`src/rtl/rtc_pkg.sv`:
```
package rtc_pkg;
  localparam int BYTE_W = 8;
  localparam int N_ALM  = 3;

  localparam int A_SEC = 0;
  localparam int A_MIN = 1;
  localparam int A_HR  = 2;
  localparam int A_DOW = 3;
  localparam int A_DAT = 4;
  localparam int A_MON = 5;
  localparam int A_YR  = 6;
  localparam int A_ALS = 7;
  localparam int A_ALM = 8;
  localparam int A_ALH = 9;

  typedef logic [BYTE_W-1:0] byte_t;

  typedef struct packed {
    byte_t sec;
    byte_t mnt;
    byte_t hour;
    byte_t dow;
    byte_t date;
    byte_t mon;
    byte_t year;
  } time_t;

  localparam time_t RESET_TIME = '{sec: 8'h00, mnt: 8'h00, hour: 8'h00,
                                   dow: 8'h01, date: 8'h01, mon: 8'h01, year: 8'h00};

  typedef enum logic [1:0] {SQ_IDLE, SQ_WARN, SQ_BUSY} seq_t;

  function automatic byte_t from_fmt(input byte_t v, input logic bin);
    return bin ? v : (8'(v[7:4]) * 8'd10 + 8'(v[3:0]));
  endfunction

  function automatic byte_t to_fmt(input byte_t v, input logic bin);
    return bin ? v : {4'(v / 8'd10), 4'(v % 8'd10)};
  endfunction

  function automatic byte_t month_days(input byte_t mo, input byte_t yr);
    if (mo == 8'd2) return (yr[1:0] == 2'b00) ? 8'd29 : 8'd28;
    if (mo == 8'd4 || mo == 8'd6 || mo == 8'd9 || mo == 8'd11) return 8'd30;
    return 8'd31;
  endfunction
endpackage

```
`src/rtl/rtc_update_seq.sv`:
```
module rtc_update_seq
  import rtc_pkg::*;
#(
  parameter int LEAD_CYC = 4,
  parameter int UPD_CYC  = 28
) (
  input  logic clk,
  input  logic rst,
  input  logic tick,
  input  logic hold,
  output logic uip,
  output logic adv,
  output logic fin,
  output logic done
);
  localparam int MAXC = (LEAD_CYC > UPD_CYC) ? LEAD_CYC : UPD_CYC;
  localparam int CW   = $clog2(MAXC + 1);

  seq_t          st;
  logic [CW-1:0] cnt;

  assign adv = (st == SQ_WARN) && (cnt == '0) && !hold;
  assign fin = (st == SQ_BUSY) && (cnt == '0);

  always_ff @(posedge clk) begin
    if (rst) begin
      st   <= SQ_IDLE;
      cnt  <= '0;
      uip  <= 1'b0;
      done <= 1'b0;
    end else begin
      done <= 1'b0;
      case (st)
        SQ_IDLE: if (tick && !hold) begin
          st  <= SQ_WARN;
          cnt <= CW'(LEAD_CYC - 1);
          uip <= 1'b1;
        end
        SQ_WARN: if (hold) begin
          st  <= SQ_IDLE;
          uip <= 1'b0;
        end else if (cnt == '0) begin
          st  <= SQ_BUSY;
          cnt <= CW'(UPD_CYC - 1);
        end else begin
          cnt <= cnt - 1'b1;
        end
        SQ_BUSY: if (cnt == '0) begin
          st   <= SQ_IDLE;
          uip  <= 1'b0;
          done <= 1'b1;
        end else begin
          cnt <= cnt - 1'b1;
        end
        default: st <= SQ_IDLE;
      endcase
    end
  end
endmodule

```
`src/rtl/rtc_advance.sv`:
```
module rtc_advance
  import rtc_pkg::*;
(
  input  time_t cur,
  input  logic  bin,
  input  logic  h24,
  input  logic  dst,
  input  logic  fall_done,
  output time_t nxt,
  output logic  fall_set,
  output logic  day_roll
);
  byte_t s, m, h, dw, d, mo, y, h12raw;
  byte_t ns, nm, nh, ndw, nd, nmo, ny, h12v, enc12;
  logic  at_159, spring, fall;

  always_comb begin
    s      = from_fmt(cur.sec, bin);
    m      = from_fmt(cur.mnt, bin);
    dw     = from_fmt(cur.dow, bin);
    d      = from_fmt(cur.date, bin);
    mo     = from_fmt(cur.mon, bin);
    y      = from_fmt(cur.year, bin);
    h12raw = from_fmt({1'b0, cur.hour[6:0]}, bin);
    if (h24) h = from_fmt(cur.hour, bin);
    else     h = ((h12raw == 8'd12) ? 8'd0 : h12raw) + (cur.hour[7] ? 8'd12 : 8'd0);

    at_159 = (h == 8'd1) && (m == 8'd59) && (s == 8'd59) && (dw == 8'd1);
    spring = dst && at_159 && (mo == 8'd4) && (d <= 8'd7);
    fall   = dst && at_159 && (mo == 8'd10) && (d >= 8'd25) && !fall_done;

    ns = s + 8'd1; nm = m; nh = h; ndw = dw; nd = d; nmo = mo; ny = y;
    fall_set = 1'b0;
    day_roll = 1'b0;
    if (spring) begin
      ns = 8'd0; nm = 8'd0; nh = 8'd3;
    end else if (fall) begin
      ns = 8'd0; nm = 8'd0; nh = 8'd1;
      fall_set = 1'b1;
    end else if (s >= 8'd59) begin
      ns = 8'd0;
      nm = m + 8'd1;
      if (m >= 8'd59) begin
        nm = 8'd0;
        nh = h + 8'd1;
        if (h >= 8'd23) begin
          nh       = 8'd0;
          day_roll = 1'b1;
          ndw      = (dw >= 8'd7) ? 8'd1 : dw + 8'd1;
          nd       = d + 8'd1;
          if (d >= month_days(mo, y)) begin
            nd  = 8'd1;
            nmo = mo + 8'd1;
            if (mo >= 8'd12) begin
              nmo = 8'd1;
              ny  = (y >= 8'd99) ? 8'd0 : y + 8'd1;
            end
          end
        end
      end
    end

    h12v  = (nh % 8'd12 == 8'd0) ? 8'd12 : nh % 8'd12;
    enc12 = to_fmt(h12v, bin);
    nxt.sec  = to_fmt(ns, bin);
    nxt.mnt  = to_fmt(nm, bin);
    nxt.hour = h24 ? to_fmt(nh, bin) : {(nh >= 8'd12), enc12[6:0]};
    nxt.dow  = to_fmt(ndw, bin);
    nxt.date = to_fmt(nd, bin);
    nxt.mon  = to_fmt(nmo, bin);
    nxt.year = to_fmt(ny, bin);
  end
endmodule

```
`src/rtl/rtc_alarm_match.sv`:
```
module rtc_alarm_match
  import rtc_pkg::*;
#(
  parameter int N = N_ALM
) (
  input  logic [N-1:0][BYTE_W-1:0] cur,
  input  logic [N-1:0][BYTE_W-1:0] alm,
  output logic                     all_match
);
  logic [N-1:0] hitv;

  for (genvar i = 0; i < N; i++) begin : g_cmp
    assign hitv[i] = (alm[i][BYTE_W-1 -: 2] == 2'b11) || (alm[i] == cur[i]);
  end

  assign all_match = &hitv;
endmodule

```
`src/rtl/rtc_calendar_core.sv`:
```
module rtc_calendar_core
  import rtc_pkg::*;
#(
  parameter int LEAD_CYC = 4,
  parameter int UPD_CYC  = 28,
  parameter int AW       = 4
) (
  input  logic              clk,
  input  logic              rst,
  input  logic              tick_1hz,
  input  logic              ctl_set,
  input  logic              ctl_binary,
  input  logic              ctl_h24,
  input  logic              ctl_dst,
  input  logic              wr_en,
  input  logic [AW-1:0]     wr_addr,
  input  logic [BYTE_W-1:0] wr_data,
  output logic [BYTE_W-1:0] out_sec,
  output logic [BYTE_W-1:0] out_min,
  output logic [BYTE_W-1:0] out_hour,
  output logic [BYTE_W-1:0] out_dow,
  output logic [BYTE_W-1:0] out_date,
  output logic [BYTE_W-1:0] out_month,
  output logic [BYTE_W-1:0] out_year,
  output logic              uip,
  output logic              upd_done,
  output logic              alarm_hit
);
  time_t                           tm, nxt;
  logic [N_ALM-1:0][BYTE_W-1:0]    alm_q;
  logic                            fall_done, fall_set, day_roll;
  logic                            adv, fin, alm_all;

  rtc_update_seq #(.LEAD_CYC(LEAD_CYC), .UPD_CYC(UPD_CYC)) u_seq (
    .clk(clk), .rst(rst), .tick(tick_1hz), .hold(ctl_set),
    .uip(uip), .adv(adv), .fin(fin), .done(upd_done)
  );

  rtc_advance u_adv (
    .cur(tm), .bin(ctl_binary), .h24(ctl_h24), .dst(ctl_dst),
    .fall_done(fall_done), .nxt(nxt), .fall_set(fall_set), .day_roll(day_roll)
  );

  rtc_alarm_match #(.N(N_ALM)) u_alm (
    .cur({tm.hour, tm.mnt, tm.sec}), .alm(alm_q), .all_match(alm_all)
  );

  always_ff @(posedge clk) begin
    if (rst) begin
      tm        <= RESET_TIME;
      alm_q     <= '0;
      fall_done <= 1'b0;
      alarm_hit <= 1'b0;
    end else begin
      alarm_hit <= fin && alm_all;
      if (adv) begin
        tm <= nxt;
        if (fall_set)      fall_done <= 1'b1;
        else if (day_roll) fall_done <= 1'b0;
      end
      if (wr_en) begin
        case (wr_addr)
          AW'(A_SEC): tm.sec   <= wr_data;
          AW'(A_MIN): tm.mnt   <= wr_data;
          AW'(A_HR):  tm.hour  <= wr_data;
          AW'(A_DOW): tm.dow   <= wr_data;
          AW'(A_DAT): tm.date  <= wr_data;
          AW'(A_MON): tm.mon   <= wr_data;
          AW'(A_YR):  tm.year  <= wr_data;
          AW'(A_ALS): alm_q[0] <= wr_data;
          AW'(A_ALM): alm_q[1] <= wr_data;
          AW'(A_ALH): alm_q[2] <= wr_data;
          default: ;
        endcase
      end
    end
  end

  assign out_sec   = tm.sec;
  assign out_min   = tm.mnt;
  assign out_hour  = tm.hour;
  assign out_dow   = tm.dow;
  assign out_date  = tm.date;
  assign out_month = tm.mon;
  assign out_year  = tm.year;
endmodule


```
`config.mk`:
```
export PLATFORM = sky130hd
export DESIGN_NAME = rtc_calendar_core
export DESIGN_NICKNAME = d
export VERILOG_FILES = /design/src/rtl/rtc_pkg.sv /design/src/rtl/rtc_update_seq.sv /design/src/rtl/rtc_advance.sv /design/src/rtl/rtc_alarm_match.sv /design/src/rtl/rtc_calendar_core.sv
export SDC_FILE = /design/constraint.sdc
export NUM_CORES = 1
export LEC_CHECK = 0
export BUFFER_PORTS_ARGS = -buffer_cell sky130_fd_sc_hd__buf_2
export CAP_MARGIN = 10
export CELL_PAD_IN_SITES_DETAIL_PLACEMENT = 2
export CELL_PAD_IN_SITES_GLOBAL_PLACEMENT = 2
export CORE_UTILIZATION = 40
export CTS_CLUSTER_DIAMETER = 100
export CTS_CLUSTER_SIZE = 20
export DETAILED_ROUTE_END_ITERATION = 7
export HOLD_SLACK_MARGIN = 0.03
export PLACE_DENSITY = 0.89
export SLEW_MARGIN = 15
export SYNTH_ARGS = -nofsm -noshare
export SYNTH_HDL_FRONTEND = slang
export SYNTH_SLANG_ARGS = --single-unit
```
`constraint.sdc`:
```
create_clock -name clk -period 20.1 [get_ports clk]
set_clock_uncertainty 0.2 [all_clocks]
set_input_delay 3.015 -clock clk [delete_from_list [all_inputs] [get_ports clk]]
set_output_delay 3.015 -clock clk [all_outputs]
set_load 0.05 [all_outputs]
```
# ---- Word-level counts from Yosys, hierarchy flattened
# Cells that the tools add are included.
dict set report word_totals {
  out_inout_bits 59
  regBits 91
}
dict set report classes {
  mux 116
  order_cmp 10
  n_bitwise 1
  add_sub_neg 17
  multipliers 8
  n_eq_ne 34
  div 17
  n_reduce_logical 38
}
# cell count
set ops {}
lappend ops {{8-bit two-way mux} 74}
lappend ops {{56-bit two-way mux} 2}
lappend ops {{8-bit by 4-bit modulo with 8-bit output, second input constant} 9}
lappend ops {{8-bit by 4-bit divider with 8-bit output, second input constant} 8}
lappend ops {{8-bit by 1-bit adder with 8-bit output, second input constant} 7}
lappend ops {{8-bit by 4-bit adder with 8-bit output} 7}
lappend ops {{4-bit by 3-bit multiplier with 7-bit output, second input constant} 7}
lappend ops {{8-bit by 4-bit == test with 1-bit output, second input constant} 4}
lappend ops {{1-bit two-way mux} 27}
lappend ops {{8-bit == test} 3}
lappend ops {{5-bit two-way mux} 4}
lappend ops {{4-bit by 3-bit == test with 1-bit output, second input constant} 4}
lappend ops {{8-bit by 1-bit == test with 1-bit output, second input constant} 2}
lappend ops {{8-bit by 3-bit == test with 1-bit output, second input constant} 2}
lappend ops {{8-bit by 6-bit == test with 1-bit output, second input constant} 2}
lappend ops {{8-bit by 4-bit >= comparator with 1-bit output, second input constant} 2}
lappend ops {{8-bit by 5-bit >= comparator with 1-bit output, second input constant} 2}
lappend ops {{8-bit by 6-bit >= comparator with 1-bit output, second input constant} 2}
lappend ops {{5-bit case mux with 3 select lines} 1}
lappend ops {{1-bit logical AND} 14}
lappend ops {{7-bit by 4-bit adder with 8-bit output} 1}
lappend ops {{8-bit adder} 1}
lappend ops {{2-bit == test, second input constant} 4}
lappend ops {{4-bit by 2-bit == test with 1-bit output, second input constant} 2}
lappend ops {{other kinds (31)} 50}

# ---- Longest topological paths before layout
dict set report depth {
  word_depth 42
  ltp_mapped 39
}

# ---- Modules after synthesis
# A second synthesis with hierarchy kept.
dict set report hier_totals {
  hier_cells 1807
  hier_area_um2 13922.1
}
# module area_per_inst_um2 cells_per_inst instances
set by_module_without_submodules {}
lappend by_module_without_submodules {rtc_advance 9173.8 1338 1}
lappend by_module_without_submodules {rtc_calendar_core 3868.7 365 1}
lappend by_module_without_submodules {rtc_update_seq 599.3 70 1}
lappend by_module_without_submodules {rtc_alarm_match 280.3 34 1}

# ---- Worst setup path after synthesis
# No wires, ideal clock.
dict set report synth_timing {
  kind {input -> register}
  startpoint {in ctl_binary}
  endpoint {reg tm (netlist bit out_hour[3])}
  path_buffers 10
  stages 38
  arrival_ps 9757
  slack_ps 10026
  path_cell_list {buf_6 buf_6 buf_2 buf_4 buf_4 buf_2 clkbuf_1 o21a_1 a2111o_1 nor4b_1 or2_2 inv_1 ha_1 a21oi_1 or2_2 or4_1 a31oi_1 mux2_2 (+2 left out) buf_6 clkbuf_1 ha_1 buf_1 inv_1 a22oi_1 o221ai_1 and3_1 a31oi_2 xnor2_1 or3_4 o21ai_2 inv_2 ha_1 nand2_1 o22ai_1 a221o_1 a32o_1}
}
dict set report synth_between {
  elab_chain_len 24
  word_cells_on_any_way 48
  classes_between {2 x add/sub; 3 x div; 5 x order compare; 7 x eq/ne; 21 x mux; 10 x reduce/logical}
}
# element line_no
set synth_lines {}
lappend synth_lines {{start, declared} rtc_calendar_core.sv:12} ;# input logic ctl_binary,
lappend synth_lines {{parallel branches: the longest is 20 deep, another holds 8-bit adder} -}
lappend synth_lines {{8-bit two-way mux *} rtc_advance.sv:67} ;# nxt.hour = h24 ? to_fmt(nh, bin) : {(nh >= 8'd12), enc12[6:0]};
lappend synth_lines {{56-bit two-way mux *} rtc_calendar_core.sv:56} ;# if (adv) begin
lappend synth_lines {{8-bit two-way mux} rtc_calendar_core.sv:62} ;# case (wr_addr)
lappend synth_lines {{56-bit two-way mux *} rtc_calendar_core.sv:61} ;# if (wr_en) begin
lappend synth_lines {{end signal, assigned} rtc_calendar_core.sv:57} ;# tm <= nxt;
lappend synth_lines {{end, declared} rtc_calendar_core.sv:29} ;# time_t tm, nxt;
# Every way passes the cells marked *.
# A chain may end at the register's enable or synchronous reset.

# ---- Worst setup path in the final report
dict set report layout_timing {
  startpoint {in ctl_binary}
  endpoint {reg tm (netlist bit out_year[2])}
}
dict set report layout_between {
  elab_chain_len 31
  word_cells_on_any_way 80
  classes_between {2 x add/sub; 1 x div; 8 x order compare; 11 x eq/ne; 45 x mux; 13 x reduce/logical}
}
# element line_no
set layout_lines {}
lappend layout_lines {{8-bit two-way mux} rtc_pkg.sv:34} ;# return bin ? v : (8'(v[7:4]) * 8'd10 + 8'(v[3:0]));
lappend layout_lines {{8-bit by 3-bit == test with 1-bit output (on tied branches)} {rtc_pkg.sv:43, rtc_advance.sv:29}}
lappend layout_lines {{1-bit logical OR (3 in series)} rtc_pkg.sv:43} ;# if (mo == 8'd4 || mo == 8'd6 || mo == 8'd9 || mo == 8'd11) return 8'd30;
lappend layout_lines {{1-bit two-way mux (2 in series)} rtc_pkg.sv:43}
lappend layout_lines {{1-bit two-way mux} rtc_advance.sv:46} ;# if (h >= 8'd23) begin
lappend layout_lines {{1-bit two-way mux} rtc_advance.sv:43} ;# if (m >= 8'd59) begin
lappend layout_lines {{1-bit two-way mux} rtc_advance.sv:40} ;# end else if (s >= 8'd59) begin
lappend layout_lines {{1-bit two-way mux} rtc_advance.sv:37} ;# end else if (fall) begin
lappend layout_lines {{(+12 left out)} -}
lappend layout_lines {{8-bit two-way mux} rtc_advance.sv:40}
lappend layout_lines {{8-bit two-way mux} rtc_advance.sv:37}
lappend layout_lines {{8-bit two-way mux} rtc_advance.sv:35} ;# if (spring) begin
lappend layout_lines {{8-bit by 4-bit modulo with 8-bit output} rtc_pkg.sv:38} ;# return bin ? v : {4'(v / 8'd10), 4'(v % 8'd10)};
lappend layout_lines {{8-bit two-way mux *} rtc_pkg.sv:38}
lappend layout_lines {{56-bit two-way mux *} rtc_calendar_core.sv:56}
lappend layout_lines {{8-bit two-way mux} rtc_calendar_core.sv:62}
lappend layout_lines {{56-bit two-way mux *} rtc_calendar_core.sv:61}
# Every way passes the cells marked *; elsewhere a longest branch is shown, timed or not. The select of a mux whose other input is x is not followed.

==> flow_summary.json <==
{
  "antenna_found_initial": 2,
  "timing_worst_setup_path_type": "input pin to flip-flop",
  "first_global_vias": 17460,
  "seqPwrFrac": 0.221,
  "period_needed_ns": 11.14,
  "route.detailed.drc": 0,
  "dieHeight_um": 188.2,
  "clkLatencyLatePin_ns": 0.40,
  "cts_setup_buffers": 0,
  "cts_buffers": 9,
  "wl_um": 64050,
  "period_share": 0.5542,
  "cts_tree": "built",
  "start_util": 0.4096,
  "post_drt_via_cell_ratio": 7.063,
  "start_kind": "input pin",
  "arrival_ns": 11.25,
  "yosysSeqAreaShare": 0.1313,
  "drt_first_pass_iters": 5,
  "synth_edf_count": 0,
  "cts_sinks": 91,
  "ys_types": 129,
  "area_delta_synth_final_pct": 6.052,
  "vias": 16490,
  "coreArea_um2": 33870,
  "cellInternalPower_mw": 0.4777,
  "antenna_left": 0,
  "slowest_stage": "nor2_1",
  "h-tree-depth": 3,
  "yosysWarnings": 0,
  "power_switching_mw": 0.5209,
  "max_slew_margin": 0.2100,
  "synthCells": 1894,
  "num-fill-cells": 3992,
  "powerDensity_nw_per_um2": 67.88,
  "grt_max_degree": 67,
  "gp_congestion": 0.9365,
  "cpPeakStageDelay_ns": 0.77,
  "dpl.hpwl_um": 46810,
  "synth_ff_type": "dfxtp_1",
  "slew_violations": 0,
  "vdd_drop_max_mv": 0.04572,
  "critPathTopFamily": "simple AND/OR/NAND/NOR gates",
  "cp_max_fo": 64,
  "tightest_slew_ns": 1.176,
  "io_buffers": 78,
  "crit_top_cell": "nor2_1",
  "switching_share": 0.5217,
  "cp-end-kind": "flip-flop",
  "hold_viol": 0,
  "wl_per_cell_um": 27.43,
  "grt_pass1_wl_um": 100600,
  "rsz0062_at_grt": "no",
  "syn_nets": 2014,
  "clock_path_buffers": 2,
  "worst-path-buf-inv": 5,
  "ioPinCount": 79,
  "p_clk_frac": 0.196,
  "clk_pin_slew_ns": 0.08,
  "tns_ns": 0,
  "ctsHoldBuffers": 0,
  "leakage_nw": 5.866,
  "async_flop_share": 0,
  "fin_hold_ws_ns": 0.3242,
  "cts_resized": 0,
  "synth_seq_cells": 91,
  "grt_usage": 0.3559,
  "worstHoldPathType": "flip-flop to flip-flop",
  "layout_common_cells": "nor2_1, nand2_1, a21oi_1, dfxtp_1, ha_1",
  "rows": 67,
  "status": "finished clean",
  "p_comb_frac": 0.583,
  "drt_iter0_drc": 1304,
  "drive_gt1_frac": 0.1109,
  "dieArea_um2": 35430,
  "syn_area_um2": 13870,
  "cts_root_buffer": "clkbuf_16",
  "maxCapViolations": 0,
  "die_width_um": 188.2,
  "finalSetupViolCount": 0,
  "cp.required_ns": 20.21,
  "avgSynthCellArea_um2": 7.324,
  "nets": 2000,
  "grt_remaining_overflow": 0,
  "fmax_ghz": 0.08978,
  "final_common_cell": "nor2_1"
}
## per-stage QoR
stage               std cells  power, mW  instance area, µm²    util  setup WS [ns]
floorplan                1894     0.6229               13870       -          10.03
global placement         2317     0.7506               14390  0.4248          9.155
detailed placement       2317     0.7867               14390  0.4248          8.771
CTS                      2333     0.9871               14700  0.4339          9.063
global route             2334      1.049               14710  0.4343          8.408
finish                   2335     0.9986               14710  0.4344          8.961
## logic make-up (layout without fill, tap and decap cells)
kind of cell             count (synthesis)  count (layout)  synth area share
AND/OR/NAND/NOR                        753             753            0.2728
multiplexers                            75              75           0.05691
other                                    0               2                 0
buffers and inverters                  167             158           0.05385
AO/OA/AOI/OAI                          627             627            0.3342
flip-flops                              91              91            0.1313
adder cells (fa/ha/maj)                104             104            0.1012
XOR/XNOR                                77              77           0.04970
## power by group through the flow
stage                     sequential (mW)  clock [mW]  combinational [mW]
after global placement              0.222           0               0.528
after floorplan                     0.250           0               0.373
after CTS                           0.220       0.198               0.570
final                               0.221       0.196               0.582
after global routing                0.223       0.204               0.622
after detailed placement            0.224           0               0.563
## path summary, 6_finish.rpt
check,startpoint,end,slack (ns),cells after the start
setup reg to reg,out_hour[4],out_year[2],11.36,27
hold / removal,u_seq.uip,u_seq.uip,0.32,2
setup / recovery,ctl_binary,out_year[2],8.96,27
hold reg to reg,u_seq.uip,u_seq.uip,0.32,2
## layer usage
layer / track usage / share of wire
met1: 0.4422 / 0.42
met2: 0.6062 / 0.48
met3: 0.05141 / 0.057
met4: 0.1614 / 0.038
met5: 0 / 0
## cell usage after synthesis, types with 18 or more instances
master	number	area (µm²)
o22ai_1	24	150.1
and3_1	20	125.1
xor2_1	35	306.5
nand3_1	73	365.4
nor3_1	69	345.3
a211oi_1	58	435.4
o31ai_1	18	135.1
clkbuf_1	80	300.3
inv_1	44	165.2
a31oi_1	28	175.2
o21ai_0	74	370.4
nand2_1	176	660.6
xnor2_1	40	350.3
dfxtp_1	91	1822
or3_1	20	125.1
mux2i_1	53	530.5
ha_1	85	1064
nand4_1	21	131.4
o211ai_1	40	300.3
nand2b_1	24	150.1
nor2_1	201	754.5
mux2_2	20	225.2
nor4_1	34	212.7
a21oi_1	125	625.6
## sequential cells by signal (all words and copies together), names as in the netlist, 2 cells and up
signal	count
alm_q	24
out_date	8
out_dow	8
out_hour	8
out_min	8
out_month	8
out_sec	8
out_year	8
u_seq.cnt	5
u_seq.st	2
## area by class of cell
class / count / area [µm²] / area share
Multi-Input combinational cell: 1636 / 11320 / 0.7698
Timing Repair Buffer: 92 / 501.7 / 0.03410
Clock buffer: 9 / 225.2 / 0.01531
Tap cell: 448 / 560.5 / 0.03810
Sequential cell: 91 / 1822 / 0.1238
Antenna cell: 2 / 5.005 / 0.0003402
Clock inverter: 7 / 82.58 / 0.005613
Inverter: 50 / 190.2 / 0.01293
## worst register-to-register path: stages, from the launching register on
cell       delay [ns]
dfxtp_1          0.65
ha_1             0.35
ha_1             0.34
a21oi_2          0.32
a2111oi_4        0.13
nor3_1           0.47
nor4b_1          0.38
nor2_1           0.09
ha_1             0.21
inv_1            0.07
fa_1             0.43
nand2_1          0.16
nand2_1          0.35
a2bb2oi_1        0.36
nand2_1          0.28
a311oi_4         0.41
buf_4            0.30
a31oi_1          0.15
nor2_1           0.77
a21oi_1          0.18
a311o_1          0.37
nand4_1          0.26
nor2_1           0.08
o21ai_0          0.28
xnor2_1          0.12
ha_1             0.33
o41a_1           0.43
a31oi_1          0.20
No activity file was read; power rests on OpenSTA's default activity.
